--- src/rtl/atm_hec_pkg.sv ---
// Package: shared types and the CRC step for the header check inserter.
// Assumes octet-wide data; the polynomial is passed in by the caller.
package atm_hec_pkg;

    // Per-cell control snapshot
    typedef struct packed {
        logic calc_off;
        logic coset_en;
    } hec_cfg_t;

    // Advance a CRC register over one data word, MSB first
    function automatic logic [7:0] crc8_step(input logic [7:0] crc_in,
                                             input logic [7:0] data,
                                             input logic [7:0] poly);
        logic [7:0] acc;
        logic       fb;
        acc = crc_in;
        for (int b = 7; b >= 0; b--) begin
            fb  = acc[7] ^ data[b];
            acc = {acc[6:0], 1'b0} ^ (fb ? poly : 8'h00);
        end
        return acc;
    endfunction

endpackage

--- src/rtl/atm_hec_octet_ctr.sv ---
// Octet position tracker.
// Reports the position of the octet on the input (0 = octet 1). A start-of-cell
// marker forces position 0. The position advances only on an accepted beat and
// wraps after the last octet of a cell.
module atm_hec_octet_ctr #(
    parameter int CELL_LEN = 53,
    parameter int IDX_W    = 6
) (
    input  logic             clk,
    input  logic             rst_n,
    input  logic             beat,
    input  logic             soc,
    output logic [IDX_W-1:0] idx
);
    localparam logic [IDX_W-1:0] LAST_IDX = IDX_W'(CELL_LEN - 1);

    logic [IDX_W-1:0] cnt_q;
    logic [IDX_W-1:0] cnt_d;

    // Current position: marker overrides the running count
    always_comb begin
        idx   = soc ? '0 : cnt_q;
        cnt_d = (idx == LAST_IDX) ? '0 : idx + IDX_W'(1);
    end

    // Position register, held across stalls
    always_ff @(posedge clk) begin
        if (!rst_n) begin
            cnt_q <= '0;
        end else if (beat) begin
            cnt_q <= cnt_d;
        end
    end
endmodule

--- src/rtl/atm_hec_crc.sv ---
// Running CRC over the header octets.
// Updates on each accepted header octet. The update starts from zero when
// restart is high, so every cell computes its own remainder. Assumes W = 8.
module atm_hec_crc #(
    parameter int           W    = 8,
    parameter logic [W-1:0] POLY = 8'h07
) (
    input  logic         clk,
    input  logic         rst_n,
    input  logic         upd,
    input  logic         restart,
    input  logic [W-1:0] din,
    output logic [W-1:0] crc_q
);
    import atm_hec_pkg::*;

    logic [W-1:0] crc_d;

    // Next remainder from either zero or the held value
    always_comb begin
        crc_d = crc8_step(restart ? '0 : crc_q, din, POLY);
    end

    // Remainder register
    always_ff @(posedge clk) begin
        if (!rst_n) begin
            crc_q <= '0;
        end else if (upd) begin
            crc_q <= crc_d;
        end
    end
endmodule

--- src/rtl/atm_hec_cfg_hold.sv ---
// Per-cell control capture.
// Takes a snapshot of the control inputs on the first octet of each cell and
// holds it until the next first octet. Later changes therefore do not reach
// the cell in flight.
module atm_hec_cfg_hold (
    input  logic                   clk,
    input  logic                   rst_n,
    input  logic                   capture,
    input  atm_hec_pkg::hec_cfg_t  cfg_live,
    output atm_hec_pkg::hec_cfg_t  cfg_q
);
    // Snapshot register
    always_ff @(posedge clk) begin
        if (!rst_n) begin
            cfg_q <= '0;
        end else if (capture) begin
            cfg_q <= cfg_live;
        end
    end
endmodule

--- src/rtl/atm_hec_tx.sv ---
// Transmit-side header check byte inserter.
// Streams cells through with no added latency. It computes a CRC over header
// octets 1..HDR_LEN and replaces octet HDR_LEN+1 with it, with or without the
// coset, unless calculation is switched off for the cell. Assumes octet data
// and a fixed cell length.
module atm_hec_tx #(
    parameter int                DATA_W   = 8,
    parameter int                CELL_LEN = 53,
    parameter int                HDR_LEN  = 4,
    parameter logic [DATA_W-1:0] POLY     = 8'h07,
    parameter logic [DATA_W-1:0] COSET    = 8'h55
) (
    input  logic              clk,
    input  logic              rst_n,
    input  logic              cfg_calc_off,
    input  logic              cfg_coset_en,
    input  logic              in_valid,
    output logic              in_ready,
    input  logic [DATA_W-1:0] in_data,
    input  logic              in_soc,
    output logic              out_valid,
    input  logic              out_ready,
    output logic [DATA_W-1:0] out_data,
    output logic              out_soc
);
    import atm_hec_pkg::*;

    localparam int               IDX_W   = $clog2(CELL_LEN);
    localparam logic [IDX_W-1:0] HEC_IDX = IDX_W'(HDR_LEN);

    logic             beat;
    logic [IDX_W-1:0] oct_idx;
    logic             first_oct;
    logic             in_header;
    logic             at_hec;
    logic [DATA_W-1:0] crc_q;
    logic [DATA_W-1:0] hec_byte;
    hec_cfg_t          cfg_live;
    hec_cfg_t          cell_cfg;

    // Handshake mirrors straight through; a beat is a transfer
    always_comb begin
        in_ready  = out_ready;
        out_valid = in_valid;
        out_soc   = in_soc;
        beat      = in_valid && out_ready;
    end

    // Position decode
    always_comb begin
        first_oct = (oct_idx == '0);
        in_header = (oct_idx < HEC_IDX);
        at_hec    = (oct_idx == HEC_IDX);
        cfg_live  = '{calc_off: cfg_calc_off, coset_en: cfg_coset_en};
    end

    atm_hec_octet_ctr #(
        .CELL_LEN (CELL_LEN),
        .IDX_W    (IDX_W)
    ) u_ctr (
        .clk   (clk),
        .rst_n (rst_n),
        .beat  (beat),
        .soc   (in_soc),
        .idx   (oct_idx)
    );

    atm_hec_crc #(
        .W    (DATA_W),
        .POLY (POLY)
    ) u_crc (
        .clk     (clk),
        .rst_n   (rst_n),
        .upd     (beat && in_header),
        .restart (first_oct),
        .din     (in_data),
        .crc_q   (crc_q)
    );

    atm_hec_cfg_hold u_cfg (
        .clk      (clk),
        .rst_n    (rst_n),
        .capture  (beat && first_oct),
        .cfg_live (cfg_live),
        .cfg_q    (cell_cfg)
    );

    // Check byte with optional coset
    always_comb begin
        hec_byte = crc_q ^ (cell_cfg.coset_en ? COSET : '0);
    end

    // Output data select: substitute only the check byte position
    always_comb begin
        out_data = (at_hec && !cell_cfg.calc_off) ? hec_byte : in_data;
    end
endmodule

--- config.mk ---
export PLATFORM = sky130hd
export DESIGN_NAME = atm_hec_tx
export DESIGN_NICKNAME = d
export VERILOG_FILES = /design/src/rtl/atm_hec_pkg.sv /design/src/rtl/atm_hec_octet_ctr.sv /design/src/rtl/atm_hec_crc.sv /design/src/rtl/atm_hec_cfg_hold.sv /design/src/rtl/atm_hec_tx.sv
export SDC_FILE = /design/constraint.sdc
export NUM_CORES = 1
export LEC_CHECK = 0
export CORE_MARGIN = 1.5
export CORE_UTILIZATION = 55
export CTS_CLUSTER_SIZE = 24
export DETAILED_ROUTE_END_ITERATION = 8
export PLACE_DENSITY = 0.84
export SYNTH_ARGS = -nofsm -noshare
export SYNTH_HDL_FRONTEND = slang
export SYNTH_SLANG_ARGS = --single-unit
--- constraint.sdc ---
create_clock -name clk -period 3.88 [get_ports clk]
set_input_delay 0.582 -clock clk [delete_from_list [all_inputs] [get_ports clk]]
set_output_delay 0.582 -clock clk [all_outputs]
set_load 0.01 [all_outputs]
==> reports/results.tsv, run 1 <==
metric	value	unit
Final Hold Vio Count	0	
gr ovfl total	0	
cells after synthesis	179	
CTS Hold Bufs	0	
largest family of logic cells by synthesized area	XOR/XNOR gates	
PwrDens	265	nW/um2
placed wire-length estimate	2520	um
Ports	26	
crit path kind	primary input to primary output	
Max VDD drop	0.211	mV
Max-slew headroom	0.703	
run status	finished clean	
adder-cell share of the synthesized area	0.0180	
Syn-to-layout area delta	18.8	%
first-pass GRT wire length	5160	um
Synth warnings	0	
Synth area leaders	dfxtp_1 23%, xnor2_1 16%, nand2_1 7.3%, xor2_1 5.0%, a21oi_1 4.3%	
DRC violations left	0	
CP endpoint kind	primary output	
top-area cell type share of the netlist area	0.231	
CTS root buffer	clkbuf_4	
Finish-stage setup viols	0	
CP Launch Type	primary input	
CTS Sinks	16	
Req. time, crit path	3.30	ns
maximum level of the CTS H-tree	1	
vias	1303	
die area	2840	um2
core outline area	2430	um2
Max clock buf depth	2	
DIE HEIGHT	53.3	um
NetSw	0.146	mW
diode count	0	
worst clock skew	0.0109	ns
placement row count	18	
xor and xnor area share after synthesis	0.231	
EDFF count, synth	0	
Final Non-Filler Cells	228	
fmax	0.289	GHz
top_reg_cell synth	dfxtp_1	
Tmin final	3.46	ns
Avg Cell Area, Syn	7.76	um2
GPL Wtd Cong	0.908	
post-route ant nets	0	
cell mode on critical path	clkdlybuf4s50_1	
multiplexer share of the synthesized area	0.0324	
vias per inst	5.71	
post-synthesis cell type with the largest combined area	dfxtp_1	
GRT Overall Usage	0.248	
Clock Power Share	0.203	
crit path cell chain	clkdlybuf4s50_1 -> inv_1 -> nand2_1 -> ha_1 -> nor2b_1 -> nand4_1 -> buf_4 -> mux2_2 -> clkdlybuf4s50_1	
cell-internal power	0.292	mW
Synth Area in Compound Gates	0.194	
Die W	53.3	um
CTS tree	done	
layout cells sized above 1	0.0960	
fin crit share	0.892	
leak pwr	0.607	nW
Setup TNS	0	ns
Synth Area in Simple Gates	0.230	
dpl cells	224	
Detailed Routing Iterations Pass 1	4	
Nets	217	
sequential share of power	0.431	
synth unique cells	40	
Switching Share	0.334	
WL per Instance	14.4	um
post-synthesis cell area	1390	um2
routed wire length	3280	um
TritonCTS Buffers	3	
number of max-cap violations	0	
slowest library cell on the worst path	clkdlybuf4s50_1	
Post-Syn Nets	196	
Crit path largest cell delay	0.47	ns
unrepaired setup endpoints after global routing	false	
initial antenna violation count	0	
Clock Latency Late Sink	0.29	ns
Logic pwr share	0.366	
worst min path class	register to register	
largest net degree at the start of global routing	15	
actual slew at the worst max-slew pin	0.445	ns
Reg clk slew, reported paths	0.09	ns
Final Max Tran Viols	0	
initial detailed-routing violation count	28	
crit-path max FO	12	
starting density of the core	0.571	
CP arrival	2.88	ns
sequential cell area fraction in the yosys report	0.231	
I/O Buffers	25	
vias in the first global route	1193	
asr flop ratio synth	0	
synthesized flop and latch total	16	
## worst paths after layout
| path | start | to | slack (ns) | depth (start not counted) |
|---|---|---|---|---|
| setup / recovery | in_soc | out_data[1] | 0.42 | 9 |
| hold / removal | u_cfg.cfg_q[1]$_SDFFE_PN0P_ | u_cfg.cfg_q[1]$_SDFFE_PN0P_ | 0.47 | 2 |
| setup reg to reg | u_ctr.cnt_q[2]$_SDFFE_PN0P_ | u_crc.crc_q[0]$_SDFFE_PN0P_ | 1.91 | 5 |
| hold reg to reg | u_cfg.cfg_q[1]$_SDFFE_PN0P_ | u_cfg.cfg_q[1]$_SDFFE_PN0P_ | 0.47 | 2 |
## cell usage after synthesis, types with 3 or more instances
cell type / instances
a21oi_1: 12
a31oi_1: 5
buf_4: 3
clkbuf_1: 6
dfxtp_1: 16
inv_1: 5
mux2_2: 4
nand2_1: 27
nand3_1: 5
nor2_1: 10
nor3_1: 3
o21a_1: 3
o21ai_0: 12
or4_1: 3
xnor2_1: 26
xor2_1: 8
## area by class of cell
cell class                      count  area [um2]
Inverter                            5        18.8
Multi-Input combinational cell    146         978
Fill cell                         202         782
Timing Repair Buffer               28         273
Sequential cell                    16         320
Clock buffer                        3        22.5
Tap cell                           30        37.5
## power groups by stage
stage          clock (mW)  sequential [mW]  combinational (mW)
4_1_cts            0.0915            0.188               0.160
5_1_grt            0.0982            0.190               0.177
2_1_floorplan           0            0.183               0.120
3_3_place_gp            0            0.192               0.153
6_report           0.0886            0.189               0.160
3_5_place_dp            0            0.192               0.159
## critical path, delay by kind of cell
family        cells  cell delay [ns]
fa+ha+maj         1             0.22
simple gates      3             0.42
mux               1             0.36
buf+inv           4             1.30
## cell families (layout without fill, tap and decap cells)
| logic type | Yosys count | after routing |
|---|---|---|
| flip-flops | 16 | 16 |
| AO/OA/AOI/OAI | 41 | 41 |
| XOR/XNOR | 35 | 35 |
| adder cells (fa/ha/maj) | 2 | 2 |
| buffers and inverters | 17 | 36 |
| multiplexers | 4 | 4 |
| AND/OR/NAND/NOR | 64 | 64 |
## cells in the final DEF, fill, tap and decap left out, types with 4 or more instances in the layout
cell / n
inv_1: 5
nor2_1: 10
mux2_2: 4
a31oi_1: 5
clkdlybuf4s50_1: 25
a21oi_1: 12
nand3_1: 5
nand2_1: 27
o21ai_0: 12
dfxtp_1: 16
xnor2_1: 26
xor2_1: 8
## sequential cells by signal (all words and copies together), names as in the netlist
register	cells
u_ctr.cnt_q	6
u_cfg.cfg_q	2
u_crc.crc_q	8
## metal layers
metal / global-route usage / vias to the layer above / wire length [um]
met4: 0.111 / 0 / 27
met5: 0 / - / 0
met1: 0.290 / 606 / 1370
met3: 0.0311 / 4 / 176
li1: - / 647 / -
met2: 0.444 / 46 / 1700
## per-stage QoR
step	hold WS [ns]	power, mW	util	worst slack, ns	instance area, um2
after floorplan	0.437	0.303	-	1.25	1390
after detailed placement	0.460	0.351	0.666	0.163	1620
final	0.471	0.437	0.678	0.418	1650
after global routing	0.487	0.465	0.678	0.288	1650
after CTS	0.472	0.440	0.675	0.160	1640
after global placement	0.457	0.345	0.666	0.318	1620
## repair_timing
item                       4_1_cts  5_1_grt
setup buffers                    0        1
setup endpoints to repair        0        6
gates resized for setup          0        0
Power figures use the tool's default switching activity.
==> run 2, diff against run 1 <==
SETUP_SLACK_MARGIN = 0.02   (was not set)
==> results of run 2 <==
Same layout as run 1: the final DEF is identical, and so are final timing and power.
==> run 3, diff against run 2 <==
CTS_CLUSTER_DIAMETER = 120   (was not set)
==> results of run 3 <==
Same layout as run 1: the final DEF is identical, and so are final timing and power.
